### config.mk
export PLATFORM = sky130hd
export DESIGN_NAME = chan_profile_loader
export DESIGN_NICKNAME = d
export VERILOG_FILES = /design/src/rtl/lp_pkg.sv /design/src/rtl/lp_fifo.sv /design/src/rtl/lp_unpack.sv /design/src/rtl/lp_ctrl.sv /design/src/rtl/lp_bank_store.sv /design/src/rtl/chan_profile_loader.sv
export SDC_FILE = /design/constraint.sdc
export NUM_CORES = 2
export LEC_CHECK = 0
export ABC_CLOCK_PERIOD_IN_PS = 5620
export BUFFER_PORTS_ARGS = -buffer_cell sky130_fd_sc_hd__buf_2
export CORE_MARGIN = 2
export CORE_UTILIZATION = 60
export CTS_BUF_LIST = sky130_fd_sc_hd__clkbuf_8
export CTS_CLUSTER_SIZE = 25
export DETAILED_ROUTE_END_ITERATION = 8
export PLACE_DENSITY = 0.85
export SETUP_SLACK_MARGIN = 0.5
export SYNTH_ARGS = -nofsm -noshare
export SYNTH_HDL_FRONTEND = slang
export SYNTH_SLANG_ARGS = --single-unit
### constraint.sdc
create_clock -name clk_i -period 5.62 [get_ports clk_i]
set_input_delay 0.562 -clock clk_i [delete_from_list [all_inputs] [get_ports clk_i]]
set_output_delay 0.562 -clock clk_i [all_outputs]
set_load 0.01 [all_outputs]
### src/rtl/lp_pkg.sv
package lp_pkg;
  localparam int unsigned NUM_BANKS = 2;

  typedef enum logic {
    HALF_LO = 1'b0,
    HALF_HI = 1'b1
  } half_e;
endpackage

### src/rtl/lp_fifo.sv
module lp_fifo #(
  parameter int unsigned WIDTH = 32,
  parameter int unsigned DEPTH = 8,
  localparam int unsigned PTR_W = (DEPTH > 1) ? $clog2(DEPTH) : 1,
  localparam int unsigned CNT_W = $clog2(DEPTH + 1)
) (
  input  logic             clk_i,
  input  logic             rst_ni,
  input  logic             push_i,
  input  logic [WIDTH-1:0] push_data_i,
  input  logic             pop_i,
  output logic [WIDTH-1:0] head_o,
  output logic             empty_o,
  output logic             full_o
);
  logic [WIDTH-1:0] store_q [DEPTH];
  logic [PTR_W-1:0] wr_ptr_q, rd_ptr_q;
  logic [CNT_W-1:0] cnt_q;
  logic             do_push, do_pop;

  assign empty_o = (cnt_q == '0);
  assign full_o  = (cnt_q == CNT_W'(DEPTH));
  assign do_push = push_i && !full_o;
  assign do_pop  = pop_i && !empty_o;
  assign head_o  = store_q[rd_ptr_q];

  function automatic logic [PTR_W-1:0] ptr_inc(input logic [PTR_W-1:0] p);
    return (p == PTR_W'(DEPTH - 1)) ? '0 : p + PTR_W'(1);
  endfunction

  always_ff @(posedge clk_i or negedge rst_ni) begin
    if (!rst_ni) begin
      wr_ptr_q <= '0;
      rd_ptr_q <= '0;
      cnt_q    <= '0;
    end else begin
      if (do_push) wr_ptr_q <= ptr_inc(wr_ptr_q);
      if (do_pop)  rd_ptr_q <= ptr_inc(rd_ptr_q);
      case ({do_push, do_pop})
        2'b10:   cnt_q <= cnt_q + CNT_W'(1);
        2'b01:   cnt_q <= cnt_q - CNT_W'(1);
        default: cnt_q <= cnt_q;
      endcase
    end
  end

  always_ff @(posedge clk_i) begin
    if (do_push) store_q[wr_ptr_q] <= push_data_i;
  end
endmodule

### src/rtl/lp_unpack.sv
module lp_unpack import lp_pkg::*; #(
  parameter int unsigned COEF_W = 16,
  localparam int unsigned HOST_W = 2 * COEF_W
) (
  input  logic              clk_i,
  input  logic              rst_ni,
  input  logic              fifo_empty_i,
  input  logic [HOST_W-1:0] fifo_data_i,
  output logic              fifo_pop_o,
  input  logic              take_i,
  output logic              word_vld_o,
  output logic [COEF_W-1:0] word_o
);
  logic [HOST_W-1:0] hold_q;
  logic              hold_vld_q;
  half_e             half_q;

  assign word_vld_o = hold_vld_q;
  assign word_o     = (half_q == HALF_HI) ? hold_q[HOST_W-1:COEF_W] : hold_q[COEF_W-1:0];
  // refill when empty, or when the upper half is being consumed now
  assign fifo_pop_o = !fifo_empty_i && (!hold_vld_q || (take_i && half_q == HALF_HI));

  always_ff @(posedge clk_i or negedge rst_ni) begin
    if (!rst_ni) begin
      hold_q     <= '0;
      hold_vld_q <= 1'b0;
      half_q     <= HALF_LO;
    end else if (fifo_pop_o) begin
      hold_q     <= fifo_data_i;
      hold_vld_q <= 1'b1;
      half_q     <= HALF_LO;
    end else if (take_i && hold_vld_q) begin
      if (half_q == HALF_LO) begin
        half_q <= HALF_HI;
      end else begin
        hold_vld_q <= 1'b0;
        half_q     <= HALF_LO;
      end
    end
  end
endmodule

### src/rtl/lp_ctrl.sv
module lp_ctrl #(
  parameter int unsigned NUM_WORDS = 72,
  localparam int unsigned IDX_W = $clog2(NUM_WORDS)
) (
  input  logic             clk_i,
  input  logic             rst_ni,
  input  logic             word_vld_i,
  input  logic             refresh_i,
  output logic             take_o,
  output logic             wr_bank_o,
  output logic [IDX_W-1:0] wr_idx_o,
  output logic             bank_o,
  output logic             done_o,
  output logic             underrun_o
);
  logic [IDX_W-1:0] widx_q;
  logic             bank_q, done_q, und_q;
  logic             last_wr, swap;

  assign take_o    = word_vld_i && !done_q;
  assign last_wr   = take_o && (widx_q == IDX_W'(NUM_WORDS - 1));
  assign swap      = refresh_i && done_q;
  assign wr_bank_o = ~bank_q;
  assign wr_idx_o  = widx_q;
  assign bank_o    = bank_q;
  assign done_o    = done_q;
  assign underrun_o = und_q;

  always_ff @(posedge clk_i or negedge rst_ni) begin
    if (!rst_ni) begin
      widx_q <= '0;
      bank_q <= 1'b0;
      done_q <= 1'b0;
      und_q  <= 1'b0;
    end else begin
      if (take_o) widx_q <= last_wr ? '0 : widx_q + IDX_W'(1);
      if (swap) begin
        bank_q <= ~bank_q;
        done_q <= 1'b0;
        und_q  <= 1'b0;
      end else begin
        if (last_wr)   done_q <= 1'b1;
        if (refresh_i) und_q  <= 1'b1;  // done_q low here: early tick
      end
    end
  end
endmodule

### src/rtl/lp_bank_store.sv
module lp_bank_store import lp_pkg::*; #(
  parameter int unsigned COEF_W    = 16,
  parameter int unsigned NUM_WORDS = 72,
  localparam int unsigned IDX_W = $clog2(NUM_WORDS)
) (
  input  logic              clk_i,
  input  logic              rst_ni,
  input  logic              wr_en_i,
  input  logic              wr_bank_i,
  input  logic [IDX_W-1:0]  wr_idx_i,
  input  logic [COEF_W-1:0] wr_data_i,
  input  logic              rd_bank_i,
  input  logic              rd_en_i,
  input  logic [IDX_W-1:0]  rd_idx_i,
  output logic [COEF_W-1:0] rd_data_o
);
  logic [COEF_W-1:0] rd_word [NUM_BANKS];

  for (genvar b = 0; b < NUM_BANKS; b++) begin : g_bank
    logic [COEF_W-1:0] mem_q [NUM_WORDS];

    always_ff @(posedge clk_i or negedge rst_ni) begin
      if (!rst_ni) begin
        for (int i = 0; i < NUM_WORDS; i++) mem_q[i] <= '0;
      end else if (wr_en_i && wr_bank_i == 1'(b)) begin
        mem_q[wr_idx_i] <= wr_data_i;
      end
    end

    assign rd_word[b] = mem_q[rd_idx_i];
  end

  assign rd_data_o = rd_en_i ? rd_word[rd_bank_i] : '0;
endmodule

### src/rtl/chan_profile_loader.sv
module chan_profile_loader import lp_pkg::*; #(
  parameter int unsigned NUM_CH     = 4,
  parameter int unsigned NUM_TAPS   = 18,
  parameter int unsigned COEF_W     = 16,
  parameter int unsigned FIFO_DEPTH = 8,
  localparam int unsigned HOST_W = 2 * COEF_W,
  localparam int unsigned CH_W   = (NUM_CH > 1) ? $clog2(NUM_CH) : 1,
  localparam int unsigned TAP_W  = (NUM_TAPS > 1) ? $clog2(NUM_TAPS) : 1
) (
  input  logic              clk_i,
  input  logic              rst_ni,
  input  logic              host_valid_i,
  input  logic [HOST_W-1:0] host_data_i,
  output logic              host_ready_o,
  input  logic              refresh_i,
  input  logic [CH_W-1:0]   rd_ch_i,
  input  logic [TAP_W-1:0]  rd_tap_i,
  output logic [COEF_W-1:0] rd_coef_o,
  output logic              load_done_o,
  output logic              underrun_o,
  output logic              active_bank_o
);
  localparam int unsigned NUM_WORDS = NUM_CH * NUM_TAPS;
  localparam int unsigned IDX_W     = $clog2(NUM_WORDS);

  logic              fifo_full, fifo_empty, fifo_pop;
  logic [HOST_W-1:0] fifo_head;
  logic              word_vld, take;
  logic [COEF_W-1:0] word;
  logic              wr_bank, bank;
  logic [IDX_W-1:0]  wr_idx, rd_idx;
  logic              rd_ok;

  assign host_ready_o = !fifo_full;

  lp_fifo #(.WIDTH(HOST_W), .DEPTH(FIFO_DEPTH)) u_fifo (
    .clk_i       (clk_i),
    .rst_ni      (rst_ni),
    .push_i      (host_valid_i),
    .push_data_i (host_data_i),
    .pop_i       (fifo_pop),
    .head_o      (fifo_head),
    .empty_o     (fifo_empty),
    .full_o      (fifo_full)
  );

  lp_unpack #(.COEF_W(COEF_W)) u_unpack (
    .clk_i        (clk_i),
    .rst_ni       (rst_ni),
    .fifo_empty_i (fifo_empty),
    .fifo_data_i  (fifo_head),
    .fifo_pop_o   (fifo_pop),
    .take_i       (take),
    .word_vld_o   (word_vld),
    .word_o       (word)
  );

  lp_ctrl #(.NUM_WORDS(NUM_WORDS)) u_ctrl (
    .clk_i      (clk_i),
    .rst_ni     (rst_ni),
    .word_vld_i (word_vld),
    .refresh_i  (refresh_i),
    .take_o     (take),
    .wr_bank_o  (wr_bank),
    .wr_idx_o   (wr_idx),
    .bank_o     (bank),
    .done_o     (load_done_o),
    .underrun_o (underrun_o)
  );

  // channel-major linear index, out-of-range selects read zero
  assign rd_ok  = ({1'b0, rd_tap_i} < (TAP_W + 1)'(NUM_TAPS)) &&
                  ({1'b0, rd_ch_i} < (CH_W + 1)'(NUM_CH));
  assign rd_idx = IDX_W'(rd_ch_i) * IDX_W'(NUM_TAPS) + IDX_W'(rd_tap_i);

  lp_bank_store #(.COEF_W(COEF_W), .NUM_WORDS(NUM_WORDS)) u_store (
    .clk_i     (clk_i),
    .rst_ni    (rst_ni),
    .wr_en_i   (take),
    .wr_bank_i (wr_bank),
    .wr_idx_i  (wr_idx),
    .wr_data_i (word),
    .rd_bank_i (bank),
    .rd_en_i   (rd_ok),
    .rd_idx_i  (rd_idx),
    .rd_data_o (rd_coef_o)
  );

  assign active_bank_o = bank;
endmodule

* Word level (Yosys, flattened, before mapping)
Memory sizes are Yosys's and may differ from the RTL's. A register that Yosys moved wholly into a read port is not among the register bits.
Index checks and enable logic that the tools add are counted.
** Cells by class
- Add/subtract/negate cells :: 6
- Multiply operators :: 1
- $lt $le $gt $ge :: 5
- Equality and inequality tests :: 6
- Mux-type cells :: 31
- Bitwise gates (word level) :: 4
- Reductions and logical operators :: 24
** Operators with widths (count)
- 1152-bit bitwise mux :: 2
- 16-bit binary-select mux with 7-bit select :: 2
- 16-bit 2-to-1 mux :: 10
- 16-bit demux with 7-bit select :: 1
- 8-bit >= comparator, second input constant :: 2
- 7-bit NOT with 8-bit output :: 2
- 1-bit 2-to-1 mux :: 12
- 1-bit logical AND :: 11
- 2-bit nonzero test :: 5
- 8-bit by 1-bit less-than comparator with 1-bit output, second input constant :: 1
- 4-bit one-hot mux with 2 select lines :: 1
- 7-bit by 1-bit adder with 7-bit output, second input constant :: 1
- 7-bit by 5-bit adder with 7-bit output :: 1
- 7-bit == test, second input constant :: 1
- 7-bit 2-to-1 mux :: 1
- 3-bit by 1-bit adder with 3-bit output, second input constant :: 2
- 3-bit == test, second input constant :: 2
- 2-bit by 4-bit multiplier with 6-bit output, second input constant :: 1
- 3-bit 2-to-1 mux :: 2
- 1-bit logical NOT :: 5
- 5-bit less-than comparator, second input constant :: 1
- 4-bit by 1-bit adder with 4-bit output, second input constant :: 1
- 4-bit == test, second input constant :: 1
- 4-bit logical NOT :: 1
- other kinds (8) :: 8
** Storage, ports and cells
- Register bits after elaboration :: 2326
- Bits in writable memories :: 256
- Bits of input ports :: 43
- Memories :: 1
** Memories
- u_fifo.store_q :: depth 8, width 32, read ports 1, clocked after Yosys merged registers in 1, wr ports 1, RTL line lp_fifo.sv:16 : logic [WIDTH-1:0] store_q [DEPTH];

* Logic depth before layout (Yosys ltp)
- Word-level depth :: 10
- Gate-level depth with buffers :: 15

* Cells and area by module
From an unflattened synthesis, not the netlist that was laid out.
** Second synthesis, totals
- Cells, all modules :: 7245
- Area total of the unflattened synthesis :: 117571.5 µm²
** By module, submodules not included
- lp_bank_store :: times used 1, cells each 6646, area each 105142.1 µm²
- lp_fifo :: times used 1, cells each 440, area each 10303.6 µm²
- lp_unpack :: times used 1, cells each 96, area each 1502.7 µm²
- lp_ctrl :: times used 1, cells each 46, area each 484.2 µm²
- chan_profile_loader :: times used 1, cells each 17, area each 138.9 µm²

* Least setup slack after synthesis
Ideal clock, no wire load.
- Kind :: reg-to-reg
- Start point :: register u_fifo.cnt_q[0]
- End point :: memory u_fifo.store_q[2][0], enable pin
- Arrival time :: 4215 ps
- Setup slack :: 893 ps
- Cell stages (with the launch flop) :: 5
- Cell sequence :: dfrtp_1 nor3_1 nand2_1 nand2_1 nor4b_1
** On the way
- Cells in the longest elaborated chain, start to end :: 5
** Ends and longest elaborated chain
- start, declared :: RTL line lp_fifo.sv:18 : logic [CNT_W-1:0] cnt_q;
- start signal, assigned :: RTL line lp_fifo.sv:40 : 2'b10: cnt_q <= cnt_q + CNT_W'(1);
- start signal, assigned :: RTL line lp_fifo.sv:41 : 2'b01: cnt_q <= cnt_q - CNT_W'(1);
- start signal, assigned :: RTL line lp_fifo.sv:42 : default: cnt_q <= cnt_q;
- 4-bit == test :: RTL line lp_fifo.sv:22 : assign full_o = (cnt_q == CNT_W'(DEPTH));
- 1-bit logical NOT
- net host_ready_o :: RTL line chan_profile_loader.sv:14 : output logic host_ready_o,
- 1-bit logical AND :: RTL line lp_fifo.sv:23 : assign do_push = push_i && !full_o;
- 1-bit 2-to-1 mux :: RTL line lp_fifo.sv:48 : if (do_push) store_q[wr_ptr_q] <= push_data_i;
- 1-bit 2-to-1 mux (implied by the code) :: RTL line lp_fifo.sv:48
- end, declared :: RTL line lp_fifo.sv:16
The timed path passes the listed nets, and every way through them passes these cells.

* Final worst setup path
- Start point :: input rd_tap_i[1]
- End point :: output rd_coef_o[8]
** On the way
- Cells in the longest elaborated chain, start to end :: 9
- Elaborated cells on any way between the ends :: 13
- Classes of those cells :: add/sub (1); order compare (1); mux (10); bitwise (1)
** Ends and longest elaborated chain
- start, declared :: RTL line chan_profile_loader.sv:17 : input logic [TAP_W-1:0] rd_tap_i,
- 7-bit by 5-bit adder with 7-bit output :: RTL line chan_profile_loader.sv:74 : assign rd_idx = IDX_W'(rd_ch_i) * IDX_W'(NUM_TAPS) + IDX_W'(rd_tap_i);
- 7-bit NOT with 8-bit output (implied by the code) :: RTL line lp_bank_store.sv:30 : assign rd_word[b] = mem_q[rd_idx_i];
- 16-bit binary-select mux with 7-bit select :: RTL line lp_bank_store.sv:30
- 16-bit 2-to-1 mux (implied by the code) (2 in a row) :: RTL line lp_bank_store.sv:30
- 16-bit 2-to-1 mux (implied by the code) (3 in a row) :: RTL line lp_bank_store.sv:33 : assign rd_data_o = rd_en_i ? rd_word[rd_bank_i] : '0;
- 16-bit 2-to-1 mux * :: RTL line lp_bank_store.sv:33
- end, declared :: RTL line chan_profile_loader.sv:18 : output logic [COEF_W-1:0] rd_coef_o,
Every way passes the cells marked *; elsewhere a longest branch is shown, timed or not. The select of a mux whose other input is x is not followed.

==> results.json <==
{
  "slew_headroom_pct": 5.645,
  "maxCapViolCount": 0,
  "rsz0062_at_grt": "true",
  "finClkSkew_ns": 0.1201,
  "fill_cells": 12220,
  "drv_slew": 0,
  "netlist_top_cells_area": "dfrtp_1 (53%), mux4_2 (14%), edfxtp_1 (6.9%)",
  "r2r-start": "u_ctrl.done_o",
  "path_buf_inv": 2,
  "nets": 9685,
  "synth_largest_area_cell": "dfrtp_1",
  "synth_top_family_by_area": "multiplexers",
  "start_util_pct": 60.45,
  "yosys_warnings": 0,
  "outcome": "complete, no violations",
  "crit_path_max_fanout": 9,
  "cpMaxStageDelayCell": "a221oi_1",
  "startpoint_type": "primary input",
  "tritoncts": "built",
  "hold_slack_ns": 0.07181,
  "ant_nets": 0,
  "place_hpwl_um": 190700,
  "synth.top_cell.area_share_pct": 52.64,
  "h-tree-depth": 5,
  "path_cells": "buf_2 > ha_4 > fa_4 > a31oi_1 > xor2_1 > nor3_1 > nand2_1 > a221oi_1 > a221oi_1 > o22ai_1 > buf_2",
  "drt_iter0_drc": 11870,
  "numCtsBuffers": 413,
  "areaGrowthSynthToFinish_pct": 10.09,
  "cts_sinks": 2614,
  "setup.worst_path.end": "rd_coef_o[8]",
  "fin_setup_tns_ns": 0,
  "grt_pass1_wl_um": 493600,
  "regToRegSetupSlack_ns": 1.47,
  "routedWlPerCell_um": 25.61,
  "synth_compound_area_share_pct": 11.71,
  "hold_class": "in2async",
  "required_ns": 5.06,
  "fmax_mhz": 193.0,
  "gp_congestion": 0.9550,
  "avgSynthCellArea_um2": 11.48,
  "ff2ff_path_depth": 7,
  "die_h_um": 436.2,
  "synthesis.instances": 9766,
  "grt.total_usage_pct": 33.74,
  "critPathKind": "in2out",
  "total_leakage_power_nw": 54.32,
  "final.period_utilization_pct": 92.22,
  "routed_wl_um": 318200,
  "syn-num-nets": 9822,
  "via_count": 82980,
  "synth_xor_area_share_pct": 0.1005,
  "synth_simple_gate_area_share_pct": 9.602,
  "cp-startpoint": "rd_tap_i[1]",
  "worstPathArrival_ns": 4.62,
  "rows": 158,
  "synth.area.mux_share_pct": 15.57,
  "r2r_end": "u_store.g_bank[0].mem_q[1112]",
  "register_area_um2": 66700,
  "synth-adder-area-share_pct": 0.1585,
  "yosysMostFrequentCell": "dfrtp_1",
  "grt_pass1_vias": 84480,
  "gr-total-overflow": 0,
  "die-area_um2": 190300,
  "ioPinCount": 63,
  "ys_top_cells_by_count": "dfrtp_1 (2358), nand2_1 (1705), o21ai_0 (1469), nor2_1 (988), a21oi_1 (948)",
  "clk_pin_slew_ns": 0.06,
  "worst_slew_pin_slew_ns": 1.412,
  "path_delay_family": "compound AO/OA/AOI/OAI gates",
  "period_needed_ns": 5.183,
  "synth.ff_latch_count": 2614,
  "setup_viol": 0,
  "cts.path.max_buffers": 4,
  "fin_util_pct": 66.54,
  "syn_area_um2": 112100,
  "powerDensity_nw_per_um2": 528.0,
  "synth-seq-area-share_pct": 59.50,
  "core_area_um2": 185400,
  "drt_pre_antenna_iters": 9,
  "end_kind": "output pin",
  "multi_input_area_um2": 42160,
  "final_layout_size_suffix_gt1_share_pct": 17.10,
  "grt_max_degree": 209,
  "hold_violations": 0,
  "ys.flop_type": "dfrtp_1",
  "vias_per_cell": 6.678,
  "cp.depth": 11,
  "ys_async_sr_fraction_pct": 90.21,
  "synth_edf_count": 256,
  "portBuffers": 62,
  "clkLatencyLatePin_ns": 1.12,
  "clock-root-buffer": "clkbuf_8",
  "antenna_found_initial": 17,
  "max_stage_delay_ns": 0.79,
  "remaining_drc_errors": 0,
  "vdd_drop_max_mv": 0.7197,
  "synth_cell_types": 68,
  "die_w_um": 436.2
}
## cells by family after synthesis
logic type      after synthesis
buf+inv                     917
compound gates             2551
simple gates               2802
flops                      2614
xor+xnor                     12
fa+ha+maj                    13
mux                         857
## worst reg2reg max path: cells and delay by family (launching register included)
family / cells / cell delay (ns)
buffers and inverters: 1 / 0.18
DFF: 1 / 0.49
and+or+nand+nor: 5 / 3.11
AOI/OAI and AO/OA: 1 / 0.13
## where the power goes
group	internal [mW]	switching (mW)
sequential	25.3	3.74
combinational	7.23	13.0
clock	8.44	7.45
total	41.0	24.2
## cell usage in the layout (no fill, tap or decap), drive strengths merged, types with 11 or more instances in the layout
cell / count
mux2i: 142
nand3: 30
mux4: 709
ha: 11
a221oi: 19
dlygate4sd3: 34
clkinv: 50
nor2: 988
o21ai: 1480
edfxtp: 256
inv: 161
nand2: 1705
buf: 323
nor3: 23
dfrtp: 2358
nor2b: 12
o22ai: 22
a21oi: 948
clkbuf: 509
## worst min path at each step
| stage | endpoint | cells past startpoint | from |
|---|---|---|---|
| floorplan | u_ctrl.bank_o | 0 | rst_ni |
| global placement | u_store.g_bank[1].mem_q[567] | 2 | u_store.g_bank[1].mem_q[567] |
| detailed placement | u_store.g_bank[0].mem_q[857] | 2 | u_store.g_bank[0].mem_q[857] |
| CTS | u_fifo.wr_ptr_q[0] | 3 | host_valid_i |
| global route | u_fifo.wr_ptr_q[0] | 3 | host_valid_i |
| finish | u_store.g_bank[1].mem_q[535] | 2 | rst_ni |
## per-stage QoR
step                      cells  total power [mW]  setup slack (ns)  instance area (um2)
after floorplan            9766             40.87            0.8926               112100
after global placement    11660             46.78            0.5433               114900
after detailed placement  11660             48.48            0.5447               114900
after CTS                 12420             64.41            0.5333               123400
after global routing      12420             67.97            0.4752               123400
final                     12430             65.15            0.4375               123400
## sequential cells by signal (all words and copies together) (netlist names)
| name | cells |
|---|---|
| u_ctrl.underrun_o | 1 |
| u_fifo.rd_ptr_q | 3 |
| u_ctrl.wr_idx_o | 7 |
| u_ctrl.done_o | 1 |
| u_fifo.store_q | 256 |
| u_fifo.wr_ptr_q | 3 |
| u_ctrl.bank_o | 1 |
| u_fifo.cnt_q | 4 |
| u_unpack.hold_q | 32 |
| u_unpack.word_vld_o | 1 |
| u_store.g_bank.mem_q | 2304 |
| u_unpack.half_q | 1 |
## per-layer routing
metal | share of wire (%) | GRT usage, % | up-vias
met5 | 0.032 | 0 | -
met4 | 6.7 | 20.59 | 16
met1 | 34 | 42.66 | 41620
li1 | - | - | 34030
met2 | 46 | 51.25 | 5911
met3 | 13 | 10.76 | 1403
## area by class of cell
type                            instances  area share [%]
Antenna cell                            8         0.01622
Clock buffer                          509           5.677
Clock inverter                        214          0.8781
Inverter                                8         0.02839
Multi-Input combinational cell       6235           34.17
Sequential cell                      2614           54.06
Tap cell                             2480           2.515
Timing Repair Buffer                  357           2.663
## timing repair
item                                   CTS  global route
setup endpoints to repair                0             5
buffers inserted                         0             0
hold buffers                            34             0
endpoints found under the hold margin  346             0
resized for setup                        0             4
No activity file was read; power rests on OpenSTA's default activity.
